### src/rtl/pmc_pkg.sv
package pmc_pkg;
  localparam int NCTR      = 4;
  localparam int SEL_MAX_W = 7;
  localparam int NTAP      = 4;

  localparam int CODE_HOLD   = 0;
  localparam int CODE_CYCLE  = 1;
  localparam int CODE_CMPL   = 2;
  localparam int CODE_TBEDGE = 3;
  localparam int CODE_DISP   = 4;
  localparam int CODE_IMPL0  = 5;

  // width of the select field of counter i
  function automatic int sel_width(input int i);
    if (i == 0) return 7;
    else if (i == 1) return 6;
    else return 5;
  endfunction

  // LSB-zero index of the time-base tap chosen by selector value k
  function automatic int tap_pos(input int k);
    case (k)
      0: return 0;
      1: return 8;
      2: return 12;
      default: return 16;
    endcase
  endfunction
endpackage

### src/rtl/pmc_tb_edge.sv
module pmc_tb_edge
  import pmc_pkg::*;
#(
  parameter int TB_W = 32
) (
  input  logic            clk,
  input  logic            rst_n,
  input  logic [TB_W-1:0] tbl_i,
  input  logic [1:0]      tap_sel_i,
  output logic            edge_o
);
  logic [NTAP-1:0] tap_now;
  logic [NTAP-1:0] tap_prev;
  logic            prev_vld;
  logic [NTAP-1:0] tap_rise;

  for (genvar k = 0; k < NTAP; k++) begin : g_tap
    localparam int POS = tap_pos(k);
    assign tap_now[k]  = tbl_i[POS];
    assign tap_rise[k] = prev_vld & tap_now[k] & ~tap_prev[k];
  end

  always_ff @(posedge clk) begin
    if (!rst_n) begin
      tap_prev <= '0;
      prev_vld <= 1'b0;
    end else begin
      tap_prev <= tap_now;
      prev_vld <= 1'b1;
    end
  end

  assign edge_o = tap_rise[tap_sel_i];


  edge_needs_high_chk: assert property (@(posedge clk) disable iff (!rst_n)
    edge_o |-> tbl_i[tap_pos(int'(tap_sel_i))]);
endmodule

### src/rtl/pmc_evt_mux.sv
module pmc_evt_mux
  import pmc_pkg::*;
#(
  parameter int SEL_W = 5,
  parameter int NIMPL = 4,
  parameter int EV_W  = 3
) (
  input  logic [SEL_W-1:0]      sel_i,
  input  logic [1:0]            cmpl_i,
  input  logic [1:0]            disp_i,
  input  logic                  tb_edge_i,
  input  logic [NIMPL*EV_W-1:0] impl_i,
  output logic [EV_W-1:0]       inc_o
);
  always_comb begin
    inc_o = '0;
    if (sel_i == SEL_W'(CODE_CYCLE))       inc_o = EV_W'(1);
    else if (sel_i == SEL_W'(CODE_CMPL))   inc_o = {{(EV_W-2){1'b0}}, cmpl_i};
    else if (sel_i == SEL_W'(CODE_TBEDGE)) inc_o = {{(EV_W-1){1'b0}}, tb_edge_i};
    else if (sel_i == SEL_W'(CODE_DISP))   inc_o = {{(EV_W-2){1'b0}}, disp_i};
    else begin
      for (int k = 0; k < NIMPL; k++) begin
        if (sel_i == SEL_W'(CODE_IMPL0 + k)) inc_o = impl_i[k*EV_W +: EV_W];
      end
    end
  end
endmodule

### src/rtl/pmc_counter.sv
module pmc_counter #(
  parameter int CNT_W = 32,
  parameter int EV_W  = 3
) (
  input  logic             clk,
  input  logic             rst_n,
  input  logic [EV_W-1:0]  inc_i,
  input  logic             wr_i,
  input  logic [CNT_W-1:0] wdata_i,
  output logic [CNT_W-1:0] q_o
);
  always_ff @(posedge clk) begin
    if (!rst_n)    q_o <= '0;
    else if (wr_i) q_o <= wdata_i;
    else           q_o <= q_o + {{(CNT_W-EV_W){1'b0}}, inc_i};
  end


  wr_wins_chk: assert property (@(posedge clk) disable iff (!rst_n)
    wr_i |=> q_o == $past(wdata_i));
endmodule

### src/rtl/pmc_bank.sv
module pmc_bank
  import pmc_pkg::*;
#(
  parameter int CNT_W = 32,
  parameter int TB_W  = 32,
  parameter int NIMPL = 4,
  parameter int EV_W  = 3,
  localparam int IDX_W = $clog2(NCTR)
) (
  input  logic                  clk,
  input  logic                  rst_n,
  input  logic [1:0]            cmpl_cnt,
  input  logic [1:0]            disp_cnt,
  input  logic [NIMPL*EV_W-1:0] impl_evt,
  input  logic [TB_W-1:0]       tbl,
  input  logic [1:0]            tb_sel,
  input  logic [6:0]            sel0,
  input  logic [5:0]            sel1,
  input  logic [4:0]            sel2,
  input  logic [4:0]            sel3,
  input  logic                  wr_en,
  input  logic [IDX_W-1:0]      wr_idx,
  input  logic [CNT_W-1:0]      wr_data,
  input  logic [IDX_W-1:0]      rd_idx,
  output logic [CNT_W-1:0]      rd_data
);
  logic [SEL_MAX_W-1:0] sel_all [NCTR];
  logic [CNT_W-1:0]     cnt     [NCTR];
  logic                 tb_edge;

  assign sel_all[0] = sel0;
  assign sel_all[1] = {1'b0, sel1};
  assign sel_all[2] = {2'b0, sel2};
  assign sel_all[3] = {2'b0, sel3};

  pmc_tb_edge #(.TB_W(TB_W)) u_edge (
    .clk       (clk),
    .rst_n     (rst_n),
    .tbl_i     (tbl),
    .tap_sel_i (tb_sel),
    .edge_o    (tb_edge)
  );

  for (genvar i = 0; i < NCTR; i++) begin : g_ctr
    localparam int SW = sel_width(i);
    logic [EV_W-1:0] inc;
    logic            hit;

    assign hit = wr_en && (wr_idx == IDX_W'(i));

    pmc_evt_mux #(.SEL_W(SW), .NIMPL(NIMPL), .EV_W(EV_W)) u_mux (
      .sel_i     (sel_all[i][SW-1:0]),
      .cmpl_i    (cmpl_cnt),
      .disp_i    (disp_cnt),
      .tb_edge_i (tb_edge),
      .impl_i    (impl_evt),
      .inc_o     (inc)
    );

    pmc_counter #(.CNT_W(CNT_W), .EV_W(EV_W)) u_cnt (
      .clk     (clk),
      .rst_n   (rst_n),
      .inc_i   (inc),
      .wr_i    (hit),
      .wdata_i (wr_data),
      .q_o     (cnt[i])
    );


    hold_code_chk: assert property (@(posedge clk) disable iff (!rst_n)
      (sel_all[i] == SEL_MAX_W'(CODE_HOLD) && !hit) |=> $stable(cnt[i]));


    cycle_code_chk: assert property (@(posedge clk) disable iff (!rst_n)
      (sel_all[i] == SEL_MAX_W'(CODE_CYCLE) && !hit) |=> cnt[i] == $past(cnt[i]) + CNT_W'(1));


    undef_code_chk: assert property (@(posedge clk) disable iff (!rst_n)
      (sel_all[i] >= SEL_MAX_W'(CODE_IMPL0 + NIMPL) && !hit) |=> $stable(cnt[i]));
  end

  assign rd_data = cnt[rd_idx];
endmodule

### config.mk
export PLATFORM = sky130hd
export DESIGN_NAME = pmc_bank
export DESIGN_NICKNAME = d
export VERILOG_FILES = /design/src/rtl/pmc_pkg.sv /design/src/rtl/pmc_tb_edge.sv /design/src/rtl/pmc_evt_mux.sv /design/src/rtl/pmc_counter.sv /design/src/rtl/pmc_bank.sv
export SDC_FILE = /design/constraint.sdc
export NUM_CORES = 1
export LEC_CHECK = 0
export BUFFER_PORTS_ARGS = -buffer_cell sky130_fd_sc_hd__buf_2
export CAP_MARGIN = 25
export CORE_MARGIN = 2
export CORE_UTILIZATION = 30
export CTS_BUF_LIST = sky130_fd_sc_hd__clkbuf_4
export DETAILED_ROUTE_END_ITERATION = 8
export HOLD_SLACK_MARGIN = 0.12
export SYNTH_ARGS = -nofsm -noshare
export SYNTH_HDL_FRONTEND = slang
export SYNTH_SLANG_ARGS = --single-unit
### constraint.sdc
create_clock -name clk -period 3.6 [get_ports clk]
set_clock_uncertainty 0.15 [all_clocks]
set_input_delay 0.54 -clock clk [delete_from_list [all_inputs] [get_ports clk]]
set_output_delay 0.54 -clock clk [all_outputs]
set_load 0.02 [all_outputs]
* Word-level counts from Yosys, hierarchy flattened *
Cells that the tools add are included.

storage, ports and cells
  register bits after elaboration = 133
  bits of input ports = 112
  output and inout port bits = 32
  logic and storage cells = 107

cells by class
  add/subtract/negate cells = 4
  order comparisons = 2
  eq/ne operators = 35
  mux-type cells = 42
  bitwise gates (word level) = 13
  reduce and logical (&&, ||, !) cells = 5

operators by type and width
  cell                                                        count
  two-way mux 32 bit                                          6
  adder 32 x 3 -> 32 bit                                      4
  two-way mux 3 bit                                           32
  binary-select mux 32 bit (select 2 bit)                     1
  == test 5 x 3 -> 1 bit, second input constant               8
  == test 7 x 3 -> 1 bit, second input constant               4
  == test 6 x 3 -> 1 bit, second input constant               4
  == test 5 x 2 -> 1 bit, second input constant               4
  == test 7 x 2 -> 1 bit, second input constant               2
  == test 6 x 2 -> 1 bit, second input constant               2
  == test 5 x 1 -> 1 bit, second input constant               2
  == test 5 x 4 -> 1 bit, second input constant               2
  bitwise AND 1 bit                                           8
  == test 7 x 1 -> 1 bit, second input constant               1
  == test 7 x 4 -> 1 bit, second input constant               1
  == test 6 x 1 -> 1 bit, second input constant               1
  == test 6 x 4 -> 1 bit, second input constant               1
  == test 2 bit, second input constant                        2
  logical AND 1 bit                                           4
  inverter 1 bit                                              4
  greater-or-equal comparator 3 bit, second input constant    1
  less-than comparator 2 x 3 -> 1 bit, second input constant  1
  inverter 2 -> 3 bit                                         1
  binary-select mux 1 bit (select 2 bit)                      1
  3 further kinds                                             4

* Depth between registers and ports, before layout *
  word-level depth = 11
  gate-level depth with buffers = 15
  gate-level depth less buffers = 13

* Modules after synthesis *
From an unflattened synthesis, not the netlist that was laid out.

second synthesis, totals
  cell total of the unflattened synthesis = 1199
  area, all modules = 9974.6 sq um

modules (own cells, without submodules)
  module                            instances  cells an instance  area an instance (sq um)  sequential area each (sq um)
  pmc_counter (g_ctr[1].u_cnt ...)  3          248                2003.2                    640.6
  pmc_counter (g_ctr[0].u_cnt)      1          240                1920.6                    640.6
  pmc_bank                          1          43                 845.8                     0.0
  pmc_evt_mux (g_ctr[2].u_mux ...)  2          44                 271.5                     0.0
  pmc_evt_mux (g_ctr[0].u_mux)      1          41                 285.3                     0.0
  pmc_evt_mux (g_ctr[1].u_mux)      1          28                 200.2                     0.0
  pmc_tb_edge                       1          15                 170.2                     100.1

* Worst setup path after synthesis *
Ideal clock, no wire load.

  path kind = input port to flip-flop
  start point = input port sel1[5]
  end point = register g_ctr[1].u_cnt.q_o[20]
  setup time = 133 ps
  data arrival time = 3371 ps
  data required time = 3317 ps
  setup slack = -53 ps
  stages on the path = 13
  buffers on the path = 0
  cell sequence = or4b_2 > nor3_1 > a32o_1 > nand2_1 > nand2_1 > ha_1 > inv_1 > fa_1 > nor2b_1 > o2111ai_2 > nor4_1 > xnor2_1 > a21oi_1

on the way
  word-level cells in the longest chain between the ends = 11
  elaborated cells between the ends (all ways) = 18
  those cells by class = 1 x add/sub; 8 x eq/ne; 9 x mux

ends and longest elaborated chain
  item                            line               RTL
  start: declaration              pmc_bank.sv:18     input logic [5:0] sel1,
  == test 6 x 3 -> 1 bit          pmc_evt_mux.sv:23  if (sel_i == SEL_W'(CODE_IMPL0 + k)) inc_o = impl_i[k*EV_W +: EV_W];
  two-way mux 3 bit (4 in a row)  pmc_evt_mux.sv:23
  two-way mux 3 bit               pmc_evt_mux.sv:20  else if (sel_i == SEL_W'(CODE_DISP)) inc_o = {{(EV_W-2){1'b0}}, disp_i};
  two-way mux 3 bit               pmc_evt_mux.sv:19  else if (sel_i == SEL_W'(CODE_TBEDGE)) inc_o = {{(EV_W-1){1'b0}}, tb_edge_i};
  two-way mux 3 bit               pmc_evt_mux.sv:18  else if (sel_i == SEL_W'(CODE_CMPL)) inc_o = {{(EV_W-2){1'b0}}, cmpl_i};
  two-way mux 3 bit *             pmc_evt_mux.sv:17  if (sel_i == SEL_W'(CODE_CYCLE)) inc_o = EV_W'(1);
  adder 32 x 3 -> 32 bit *        pmc_counter.sv:15  else q_o <= q_o + {{(CNT_W-EV_W){1'b0}}, inc_i};
  two-way mux 32 bit *            pmc_counter.sv:14  else if (wr_i) q_o <= wdata_i;
  end signal: assignment          pmc_counter.sv:14
  end signal: assignment          pmc_counter.sv:15
  end: declaration                pmc_counter.sv:10  output logic [CNT_W-1:0] q_o

Mark *: on every way between the ends. The rest lies on a longest branch, timed or not.
A chain may end at the register's enable or synchronous reset.

* Final worst setup path *
  start point = input port tbl[16]
  end point = register g_ctr[3].u_cnt.q_o[16]

on the way
  word-level cells in the longest chain between the ends = 9

ends and longest elaborated chain
  item                                     line               RTL
  start: declaration                       pmc_bank.sv:15     input logic [TB_W-1:0] tbl,
  bitwise AND 1 bit (2 in a row)           pmc_tb_edge.sv:20  assign tap_rise[k] = prev_vld & tap_now[k] & ~tap_prev[k];
  binary-select mux 1 bit (select 2 bit)   pmc_tb_edge.sv:33  assign edge_o = tap_rise[tap_sel_i];
  two-way mux 1 bit (not written as such)  pmc_tb_edge.sv:33
  two-way mux 3 bit                        pmc_evt_mux.sv:19
  two-way mux 3 bit                        pmc_evt_mux.sv:18
  two-way mux 3 bit                        pmc_evt_mux.sv:17
  adder 32 x 3 -> 32 bit                   pmc_counter.sv:15
  two-way mux 32 bit                       pmc_counter.sv:14
  end signal: assignment                   pmc_counter.sv:14
  end signal: assignment                   pmc_counter.sv:15
  end: declaration                         pmc_counter.sv:10

Every way passes these cells. The select of a mux whose other input is x is not followed.

==> flow_summary.yaml <==
run_status:
  status: "completed"
grt:
  grt_overflow: 0
  first_global_vias: 7942
  grt_max_degree: 62
  grt_pass1_wl_um: 45000
  antenna_found_initial: 3
  grt_usage: 0.189
synth:
  synth_flop_cell: "dfxtp_1"
  synth_top_cell_area_share: 0.307
  yosysWarnings: 0
  synth_nets: 1169
  synthDistinctLibCells: 64
  mappedNetlistArea_sq_mm: 0.00869
  synthArstFlopShare: 0
  yosys-top-cells-area: "dfxtp_1, xnor2_1, mux4_2"
  syn_area_per_cell_sq_um: 8.34
  synth-edff-count: 0
  ys_ff_latch: 133
  synth_top_area_cell: "dfxtp_1"
  netlist_instances: 1041
  yosysSeqAreaShare: 0.307
routing:
  drt-total-wl_um: 28600
  vias_per_cell: 5.38
  wl_per_cell_um: 18.2
  antenna_left: 0
  vias: 8445
  drt_iter0_drc: 790
  drt-pass1-iter-count: 5
  drc: 0
critical_path:
  critPathKind: "primary input to flop"
  crit_path_cell_trace: "dlygate4sd3_1 -> buf_2 -> nand3b_1 -> o311ai_0 -> o311a_1 -> a221oi_1 -> o32ai_1 -> ha_2 -> inv_1 -> fa_1 -> nor2b_2 -> buf_4 -> o2111ai_1 -> buf_4 -> or3_1 -> a311oi_1"
  cpLargestDelayFamily: "buffers and inverters"
  reg2reg_slack_ns: 0.33
  cp_max_fo: 7
  cp.arrival_ns: 3.79
  worst_ep_required_time_ns: 3.94
  reg2reg_depth: 13
  r2r-start: "u_edge.tap_prev[1]"
  r2r_end: "g_ctr[3].u_cnt.q_o[16]"
  cpMostUsedCell: "buf_4"
  worst-path-buf-inv: 5
  max_stage_delay_ns: 0.55
  worstSetupEndpointType: "flop"
  critPathLaunchType: "primary input"
  slowest_stage: "dlygate4sd3_1"
pwr:
  peakVddDrop_uv: 155
  finalPower_mw: 3.20
  p_per_area_mw_per_mm2: 310
  power_leakage_nw: 3.58
clocking:
  cts_root_buf: "clkbuf_4"
  cts_sinks: 133
  cts_buffer_depth: 2
  clock_latency_ns: 0.58
  h-tree-depth: 4
  cts_made_buffers: 17
  cts_tree: "done"
  postCtsSetupBuffers: 0
  cts.reportedPaths.clkPinSlew_ns: 0.13
finish:
  fill_cells: 2930
  final_common_cell: "dfxtp_1"
  drive_gt1_frac: 0.211
  finalCoreUtilization: 0.360
  layout_common_cells: "dfxtp_1, o21ai_0, buf_2"
  fin_nets: 1298
  areaGrowthSynthToFinish_pct: 18.8
floorplan:
  ioPinCount: 144
  die_w_um: 174
  rows: 62
  start_util: 0.303
  die-area_sq_mm: 0.0303
  die_y_um: 174
  coreArea_sq_mm: 0.0286
sta:
  worst_slew_pin_slew_ns: 0.858
  finalHoldViolations: 0
  report.final.setup_viol: 0
  rsz0062_at_grt: "no"
  slew_headroom: 0.423
  hold_ws_ns: 0.149
  period_minus_slack_ns: 3.45
  maxSlewViolCount: 0
  period_share: 0.958
  fmax_mhz: 290
hold_path:
  min_from: "wr_data[17]"
  min_path_type: "primary input to flop"
  worstHoldPathCells: 3
  hold_path_end: "g_ctr[3].u_cnt.q_o[17]"
placed_design:
  place_hpwl_um: 22000
  place_congestion: 0.971
  port_buffers: 115
job:
  cap_violations: 0
## Yosys cell counts, types with 14 or more instances
cell,instances
nand4_1,24
xor2_1,28
dfxtp_1,133
nor2b_1,16
a211oi_1,19
nor2_1,65
mux2i_1,16
and3_1,16
a21oi_1,104
and4_1,14
nand2_1,55
inv_1,30
nor4_1,29
nor3_1,31
o21ai_0,117
nand3_1,43
xnor2_1,86
clkbuf_1,56
mux4_2,32
## tightest hold or removal path: cells and delay by family
| kind | cells | cell delay [ns] |
|---|---|---|
| buffers and inverters | 1 | 0.15 |
| AOI/OAI and AO/OA | 1 | 0.07 |
| and+or+nand+nor | 1 | 0.07 |
## logic make-up after synthesis
| family | Yosys count | synth area share |
|---|---|---|
| AND/OR/NAND/NOR | 345 | 0.214 |
| multiplexers | 52 | 0.108 |
| AO/OA/AOI/OAI | 286 | 0.188 |
| flip-flops | 133 | 0.307 |
| buffers and inverters | 95 | 0.0419 |
| adder cells (fa/ha/maj) | 16 | 0.0265 |
| XOR/XNOR | 114 | 0.115 |
## worst max-delay path by stage
stage                 start                      to  slack [ns]  depth (start not counted)
finish              tbl[16]  g_ctr[3].u_cnt.q_o[16]        0.15                         16
global route        tbl[16]  g_ctr[3].u_cnt.q_o[30]       0.007                         17
CTS                 tbl[16]  g_ctr[3].u_cnt.q_o[16]        0.18                         16
detailed placement  sel1[5]  g_ctr[1].u_cnt.q_o[18]       -0.24                         14
global placement    sel1[5]  g_ctr[1].u_cnt.q_o[18]       -0.22                         14
floorplan           sel1[5]  g_ctr[1].u_cnt.q_o[20]        0.02                         13
## state kept, by name, indices dropped and copies added (netlist names)
signal,cells
g_ctr.u_cnt.q_o,128
u_edge.prev_vld,1
u_edge.tap_prev,4
## through the flow
step           setup TNS (ns)  cells  cell area (sq um)  setup slack [ns]
5_1_grt                     0   1569              10300           0.00707
6_report                    0   1569              10300             0.150
3_5_place_dp            -1.97   1524               9880            -0.237
3_3_place_gp            -1.66   1524               9880            -0.222
4_1_cts                     0   1567              10200             0.176
2_1_floorplan               0   1041               8690            0.0239
## report_power, final
| group | leakage [nW] | internal, mW | switching (mW) |
|---|---|---|---|
| registers | 1.09 | 1.55 | 0.108 |
| logic | 2.36 | 0.248 | 0.314 |
| clock network | 0.130 | 0.344 | 0.636 |
## area by class of cell
type / instances / area, sq um / share of cell area
multi-input combinational: 813 / 5730 / 0.556
clock inverter: 15 / 130 / 0.0126
sequential: 133 / 2660 / 0.258
clock buffer: 17 / 128 / 0.0124
antenna: 2 / 5.00 / 0.000485
tap: 384 / 480 / 0.0466
inverter: 30 / 113 / 0.0109
timing repair buffer: 175 / 1070 / 0.103
## what timing repair did
action / CTS / global route
endpoints found under the setup margin: 0 / 20
hold endpoints to repair: 12 / 0
resized for setup: 0 / 12
hold buffers: 11 / 0
## routing by layer
layer / part of all wire / vias up / global-route usage / routed length (um)
met5: 0.00045 / - / 0 / 13
met2: 0.45 / 304 / 0.294 / 13000
li1: - / 4131 / - / -
met1: 0.45 / 3970 / 0.265 / 12900
met4: 0.022 / 2 / 0.0637 / 624
met3: 0.072 / 38 / 0.0306 / 2060
(Power assumes the default switching activity.)
